**src/rtl/rns_pkg.sv**
```systemverilog
package rns_pkg;

   typedef enum logic [1:0] {
      RNS_ADD = 2'b00,
      RNS_SUB = 2'b01,
      RNS_MUL = 2'b10,
      RNS_NEG = 2'b11
   } rns_op_e;

   function automatic int unsigned gcd_u(int unsigned x, int unsigned y);
      int unsigned p;
      int unsigned q;
      int unsigned t;
      p = x;
      q = y;
      while (q != 0) begin
         t = p % q;
         p = q;
         q = t;
      end
      return p;
   endfunction

   function automatic bit is_pow2(int unsigned m);
      return (m != 0) && ((m & (m - 1)) == 0);
   endfunction

endpackage

```
**src/rtl/rns_mod_add.sv**
```systemverilog
module rns_mod_add #(
   parameter int unsigned MODULUS = 7,
   parameter int unsigned W       = $clog2(MODULUS)
) (
   input  logic [W-1:0] a,
   input  logic [W-1:0] b,
   output logic [W-1:0] y
);
   localparam logic [W:0] MV = (W+1)'(MODULUS);

   generate
      if (rns_pkg::is_pow2(MODULUS)) begin : g_wrap
         always_comb y = a + b;
      end else begin : g_csub
         logic [W:0] sum;
         logic [W:0] diff;
         always_comb begin
            sum  = {1'b0, a} + {1'b0, b};
            diff = sum - MV;
            y    = (sum >= MV) ? diff[W-1:0] : sum[W-1:0];
         end
      end
   endgenerate

   // subtracting a back out of y modulo m must recover b
   logic [W:0] back;
   always_comb begin
      back = ({1'b0, y} >= {1'b0, a}) ? ({1'b0, y} - {1'b0, a})
                                      : ({1'b0, y} + MV - {1'b0, a});
      if (({1'b0, a} < MV) && ({1'b0, b} < MV)) begin
         a_r2_add_inverse : assert (back == {1'b0, b})
            else $error("modular add inverse mismatch");
         a_r9_add_range : assert ({1'b0, y} < MV)
            else $error("modular add out of range");
      end
   end
endmodule

```
**src/rtl/rns_mod_neg.sv**
```systemverilog
module rns_mod_neg #(
   parameter int unsigned MODULUS = 7,
   parameter int unsigned W       = $clog2(MODULUS)
) (
   input  logic [W-1:0] a,
   output logic [W-1:0] y
);
   localparam logic [W:0] MV = (W+1)'(MODULUS);

   generate
      if (rns_pkg::is_pow2(MODULUS)) begin : g_wrap
         always_comb y = '0 - a;
      end else begin : g_cmp
         localparam logic [W-1:0] MW = W'(MODULUS);
         always_comb y = (a == '0) ? '0 : (MW - a);
      end
   endgenerate

   // a + (-a) is zero modulo m
   always_comb begin
      if ({1'b0, a} < MV) begin
         if (a == '0) begin
            a_r5_neg_zero : assert (y == '0) else $error("negated zero not zero");
         end else begin
            a_r5_neg_sum : assert (({1'b0, a} + {1'b0, y}) == MV)
               else $error("digit plus complement not equal to modulus");
         end
      end
   end
endmodule

```
**src/rtl/rns_mod_mul.sv**
```systemverilog
module rns_mod_mul #(
   parameter int unsigned MODULUS = 7,
   parameter int unsigned W       = $clog2(MODULUS)
) (
   input  logic [W-1:0] a,
   input  logic [W-1:0] b,
   output logic [W-1:0] y
);
   localparam int unsigned PW = 2 * W;
   localparam logic [W:0]  MV = (W+1)'(MODULUS);

   logic [PW-1:0] prod;
   always_comb prod = {{W{1'b0}}, a} * {{W{1'b0}}, b};

   generate
      if (rns_pkg::is_pow2(MODULUS)) begin : g_wrap
         always_comb y = prod[W-1:0];
      end else begin : g_rem
         localparam logic [PW-1:0] MP = PW'(MODULUS);
         logic [PW-1:0] rem;
         always_comb begin
            rem = prod % MP;
            y   = rem[W-1:0];
         end
      end
   endgenerate

   always_comb begin
      if (({1'b0, a} < MV) && ({1'b0, b} < MV)) begin
         a_r9_mul_range : assert ({1'b0, y} < MV) else $error("modular product out of range");
      end
   end
endmodule

```
**src/rtl/rns_lane.sv**
```systemverilog
module rns_lane
   import rns_pkg::*;
#(
   parameter int unsigned MODULUS = 7,
   parameter int unsigned W       = $clog2(MODULUS)
) (
   input  rns_op_e      op,
   input  logic [W-1:0] a,
   input  logic [W-1:0] b,
   output logic [W-1:0] y
);
   logic [W-1:0] neg_in;
   logic [W-1:0] neg_out;
   logic [W-1:0] add_b;
   logic [W-1:0] add_out;
   logic [W-1:0] mul_out;

   // one complement unit serves both difference (on b) and negate (on a)
   always_comb neg_in = (op == RNS_NEG) ? a : b;
   always_comb add_b  = (op == RNS_SUB) ? neg_out : b;

   rns_mod_neg #(.MODULUS(MODULUS), .W(W)) u_neg (.a(neg_in), .y(neg_out));
   rns_mod_add #(.MODULUS(MODULUS), .W(W)) u_add (.a(a), .b(add_b), .y(add_out));
   rns_mod_mul #(.MODULUS(MODULUS), .W(W)) u_mul (.a(a), .b(b), .y(mul_out));

   always_comb begin
      unique case (op)
         RNS_ADD, RNS_SUB: y = add_out;
         RNS_MUL:          y = mul_out;
         default:          y = neg_out;
      endcase
   end
endmodule

```
**src/rtl/rns_alu.sv**
```systemverilog
module rns_alu
   import rns_pkg::*;
#(
   parameter int unsigned NUM_DIGITS = 4,
   parameter int unsigned MODULI [NUM_DIGITS] = '{8, 7, 5, 3},
   parameter int unsigned PACK_W = 11
) (
   input  logic              clk,
   input  logic              rst,
   input  logic              in_valid,
   input  logic [1:0]        op,
   input  logic [PACK_W-1:0] opnd_a,
   input  logic [PACK_W-1:0] opnd_b,
   output logic              out_valid,
   output logic [PACK_W-1:0] result
);
   // digit 0 is the most significant field of the packed word
   function automatic int unsigned digit_w(int unsigned i);
      return $clog2(MODULI[i]);
   endfunction

   function automatic int unsigned digit_lo(int unsigned i);
      int unsigned s;
      s = 0;
      for (int unsigned j = i + 1; j < NUM_DIGITS; j++) s += digit_w(j);
      return s;
   endfunction

   localparam int unsigned TOTAL_W = digit_lo(0) + digit_w(0);

   initial begin
      a_cfg_width : assert (TOTAL_W == PACK_W)
         else $error("PACK_W does not match the sum of digit widths");
      for (int unsigned i = 0; i < NUM_DIGITS; i++) begin
         a_cfg_min : assert (MODULI[i] >= 2) else $error("modulus below 2");
         for (int unsigned j = i + 1; j < NUM_DIGITS; j++) begin
            a_cfg_coprime : assert (gcd_u(MODULI[i], MODULI[j]) == 1)
               else $error("moduli not pairwise coprime");
         end
      end
   end

   rns_op_e           op_e;
   logic [PACK_W-1:0] next_res;

   always_comb op_e = rns_op_e'(op);

   generate
      for (genvar gi = 0; gi < NUM_DIGITS; gi++) begin : g_lane
         localparam int unsigned LW = digit_w(gi);
         localparam int unsigned LO = digit_lo(gi);
         rns_lane #(.MODULUS(MODULI[gi]), .W(LW)) u_lane (
            .op (op_e),
            .a  (opnd_a[LO +: LW]),
            .b  (opnd_b[LO +: LW]),
            .y  (next_res[LO +: LW])
         );
      end
   endgenerate

   always_ff @(posedge clk) begin
      if (rst) begin
         out_valid <= 1'b0;
         result    <= '0;
      end else begin
         out_valid <= in_valid;
         if (in_valid) result <= next_res;
      end
   end

   a_r7_valid_follows : assert property (@(posedge clk) disable iff (rst)
      in_valid |=> out_valid) else $error("out_valid missing after in_valid");
   a_r7_no_spurious : assert property (@(posedge clk) disable iff (rst)
      !in_valid |=> !out_valid) else $error("out_valid without in_valid");
   a_r7_hold : assert property (@(posedge clk) disable iff (rst)
      !in_valid |=> $stable(result)) else $error("result changed while idle");
   a_r8_reset_clears : assert property (@(posedge clk)
      rst |=> (!out_valid && result == '0)) else $error("reset did not clear outputs");
endmodule

```
**config.mk**
```make
export PLATFORM = sky130hd
export DESIGN_NAME = rns_alu
export DESIGN_NICKNAME = d
export VERILOG_FILES = /design/src/rtl/rns_pkg.sv /design/src/rtl/rns_mod_add.sv /design/src/rtl/rns_mod_neg.sv /design/src/rtl/rns_mod_mul.sv /design/src/rtl/rns_lane.sv /design/src/rtl/rns_alu.sv
export SDC_FILE = /design/constraint.sdc
export NUM_CORES = 1
export LEC_CHECK = 0
export CORE_MARGIN = 3
export CORE_UTILIZATION = 61
export CTS_CLUSTER_SIZE = 8
export DETAILED_ROUTE_END_ITERATION = 8
export HOLD_SLACK_MARGIN = 0.1
export PLACE_DENSITY = 0.88
export SLEW_MARGIN = 20
export SYNTH_ARGS = -nofsm -noshare
export SYNTH_HDL_FRONTEND = slang
export SYNTH_SLANG_ARGS = --single-unit
```
**constraint.sdc**
```tcl
create_clock -name clk -period 12.9 [get_ports clk]
set_clock_uncertainty 0.2 [all_clocks]
set_input_delay 3.225 -clock clk [delete_from_list [all_inputs] [get_ports clk]]
set_output_delay 3.225 -clock clk [all_outputs]
set_load 0.02 [all_outputs]
```
==> results.ini <==
[layout]
area.growth.synth_to_final_pct=14.6
nets=458
layout.cells.non_filler=438
drive_gt1_share_pct=5.15
n_antenna_cell=0

[clock_network]
cts_made_buffers=3
post_cts_resized=0
path_clk_slew_ns=0.06
cts_tree=yes
hold_buffers=0
cts_num_sinks=12
setup_repair_bufs_after_cts=0
clockRootBuffer=sky130_fd_sc_hd__clkbuf_8
ctsLongestPathBuffers=2
insertion_delay_ns=0.25
htree_num_levels=1

[worst_setup_path]
worstSetupPathType=in2reg
reg2reg_to=result[5]
r2r_slack_ns=11.73
reg2reg_path_depth=4
critical_path_arrival_ns=8.67
critical_path.cell_chain=clkdlybuf4s50_1 -> nand2_1 -> fa_1 -> inv_1 -> ha_1 -> fa_1 -> xor2_1 -> ha_1 -> a31oi_1 -> o32ai_1 -> nor2_1 -> a2bb2oi_1 -> ha_1 -> inv_1 -> nand2_1 -> o311ai_2 -> o32a_2 -> xnor2_1 -> ha_1 -> inv_1 -> o32a_2 -> mux2i_1 -> o21ai_1
cp_data_required_time_ns=12.83
r2r-start=result[5]
path_max_fanout=8
critical_path.endpoint_type=flop
critPathLaunchType=input port
cp_peak_stage_delay_ns=0.62
timing.critical_path.mode_cell=sky130_fd_sc_hd__ha_1
setup.worst_path.end=result[5]
slowest_stage=sky130_fd_sc_hd__clkdlybuf4s50_1
setup.worst_path.start=opnd_a[5]

[grt]
gr-max-usage-layer=met2
use_met2_pct=44.6
grt_overflow=0
grt_start_max_net_pins=24
first_global_vias=2578
grt_antenna_before_repair=0
globalRouteMet3Util_pct=3.17
wire_length_of_the_first_global_routing_pass_um=11200
grt_use_total_pct=25.3
met1_usage_pct=32.5

[flow_run]
number_of_maximum_capacitance_constraint_violations=0

[logic_synthesis]
net_count_after_synthesis=431
flip_flop_and_latch_count_after_synthesis=12
synth.avg_cell_area_um2=7.50
synth.yosys.seq_area_share_pct=8.84
synth.yosys.warnings=0
netlist_instances=362
number_of_enable_flip_flop_cells_after_synthesis=0
synth.lib_cells_used.distinct=64
synthFlopType=sky130_fd_sc_hd__dfxtp_1
syn_area_um2=2720
async_flop_share_pct=0

[timing]
slew-limit-headroom_pct=46.0
timing_hold_violations_final=0
setup_slack_ns=4.16
setup_tns_final_ns=0
finalWorstPathRequiredPeriod_ns=8.74
drv_slew=0
tightest_slew_ns=0.808
final_critical_path_share_of_the_clock_period_pct=67.7
fmaxAchievable_ghz=0.114
setup_repair_after_global_routing_missed_its_margin=false
finalSetupViolations=0

[power]
powerDensity_nw_per_um2=81.6
peakVddDrop_mv=0.0419
standby_leakage_power_uw=0.00134

[floorplanning]
boundaryPins=39
floorplan.die_area_um2=5290
die_width_um=72.7
row_count=23
coreArea_um2=4140
chipHeight_um=72.7
start_util_pct=65.5

[detailed_routing]
drt_pass1_iterations=5
first_iter_violations=143
drtAntennaViolNets=0
detailroute.via_count=2740
routed_via_density=6.26
routed_wire_length_per_instance_um=14.9
drc=0
drt-total-wl_um=6530

[placement]
total_of_buffers_placed_on_input_and_output_ports=38
hpwlAfterDp_um=5100
dpl_worst_slack_ns=3.96
gp_congestion=0.895
numPlacedInstances=434

[hold_path]
min-delay-path-class=reg2reg
hold_path_startpoint=result[0]

[outcome]
outcome=completed

## registers in the layout (all words and copies together), names as in the netlist
register	count
out_valid	1
result	11
## kinds of logic (layout without fill, tap and decap cells)
logic type / Yosys count / in the layout / synth area share [%]
AND/OR/NAND/NOR: 144 / 144 / 26.2
AO/OA/AOI/OAI: 89 / 89 / 23.7
adder cells (fa/ha/maj): 42 / 42 / 21.8
buffers and inverters: 40 / 66 / 7.23
XOR/XNOR: 20 / 20 / 6.73
multiplexers: 15 / 15 / 5.53
flip-flops: 12 / 12 / 8.84
## layout make-up
type | count | area (um^2)
multi-input combinational | 310 | 2280
fill | 317 | 1030
timing repair buffer | 39 | 388
sequential | 12 | 240
inverter | 23 | 86.3
tap | 50 | 62.6
clock buffer | 4 | 55.1
## where the power goes
part	leakage [uW]	switching, uW	internal, uW
logic	0.00122	93.3	74.3
clock network	0.0000288	16.0	27.1
registers	0.0000995	2.17	41.1
## stage by stage
| stage | power [uW] | util [%] | hold slack, ns | area (um^2) |
|---|---|---|---|---|
| 2_1_floorplan | 168 | - | 0.347 | 2720 |
| 3_3_place_gp | 203 | 73.8 | 0.262 | 3060 |
| 3_5_place_dp | 209 | 73.8 | 0.275 | 3060 |
| 4_1_cts | 253 | 75.1 | 0.279 | 3110 |
| 5_1_grt | 275 | 75.1 | 0.306 | 3110 |
| 6_report | 254 | 75.1 | 0.278 | 3110 |
## worst max-delay path: cells and delay by family
kind,cells,cell delay (ns)
adder cells (fa/ha/maj),6,2.03
AO/OA/AOI/OAI,7,1.58
XOR/XNOR,2,0.58
multiplexers,1,0.15
buffers and inverters,4,0.79
AND/OR/NAND/NOR,3,0.29
## Yosys cell counts, types with 10 or more instances
| library cell | n | area [um^2] |
|---|---|---|
| sky130_fd_sc_hd__clkbuf_1 | 11 | 41.3 |
| sky130_fd_sc_hd__and2_1 | 17 | 106 |
| sky130_fd_sc_hd__mux2i_1 | 15 | 150 |
| sky130_fd_sc_hd__nor2_1 | 36 | 135 |
| sky130_fd_sc_hd__xnor2_1 | 11 | 96.3 |
| sky130_fd_sc_hd__nor3_1 | 10 | 50.1 |
| sky130_fd_sc_hd__o21ai_0 | 21 | 105 |
| sky130_fd_sc_hd__a21oi_1 | 10 | 50.1 |
| sky130_fd_sc_hd__dfxtp_1 | 12 | 240 |
| sky130_fd_sc_hd__ha_1 | 33 | 413 |
| sky130_fd_sc_hd__inv_1 | 23 | 86.3 |
| sky130_fd_sc_hd__nand2_1 | 43 | 161 |
## worst min-delay path by stage
stage	to	slack, ns	cells after the start
floorplan	result[0]	0.35	2
global placement	result[0]	0.26	2
detailed placement	result[0]	0.27	2
CTS	result[0]	0.28	2
global route	result[0]	0.31	2
finish	result[0]	0.28	2
## metal layers
metal  vias up  wire length (um)  part of all wire, %
met5         -                 0                    0
met4         0                65                 0.99
met3         8               242                  3.7
met2        76              3310                   51
met1      1285              2920                   45
li1       1371                 -                    -
## layout by cell type, fill, tap and decap left out, types with 2 or more instances in the layout
cell type / count
sky130_fd_sc_hd__nand2_1: 43
sky130_fd_sc_hd__clkdlybuf4s50_1: 38
sky130_fd_sc_hd__nor2_1: 36
sky130_fd_sc_hd__ha_1: 33
sky130_fd_sc_hd__inv_1: 23
sky130_fd_sc_hd__o21ai_0: 21
sky130_fd_sc_hd__and2_1: 17
sky130_fd_sc_hd__mux2i_1: 15
sky130_fd_sc_hd__dfxtp_1: 12
sky130_fd_sc_hd__xnor2_1: 11
sky130_fd_sc_hd__nor3_1: 10
sky130_fd_sc_hd__a21oi_1: 10
sky130_fd_sc_hd__fa_1: 9
sky130_fd_sc_hd__xor2_1: 8
sky130_fd_sc_hd__nand3_1: 8
sky130_fd_sc_hd__nor2b_1: 6
sky130_fd_sc_hd__a31oi_1: 5
sky130_fd_sc_hd__a211oi_1: 5
sky130_fd_sc_hd__a21o_1: 5
sky130_fd_sc_hd__o21ai_1: 4
sky130_fd_sc_hd__nor4_1: 4
sky130_fd_sc_hd__o221ai_1: 4
sky130_fd_sc_hd__o211ai_1: 4
sky130_fd_sc_hd__clkbuf_8: 4
sky130_fd_sc_hd__o32a_2: 3
sky130_fd_sc_hd__a2bb2oi_1: 3
sky130_fd_sc_hd__a311oi_1: 3
sky130_fd_sc_hd__nand4_1: 3
sky130_fd_sc_hd__nand2b_1: 2
sky130_fd_sc_hd__o32ai_1: 2
sky130_fd_sc_hd__o21bai_1: 2
sky130_fd_sc_hd__a32oi_1: 2
sky130_fd_sc_hd__o32a_1: 2
sky130_fd_sc_hd__nand3b_1: 2
(Power assumes the default switching activity.)
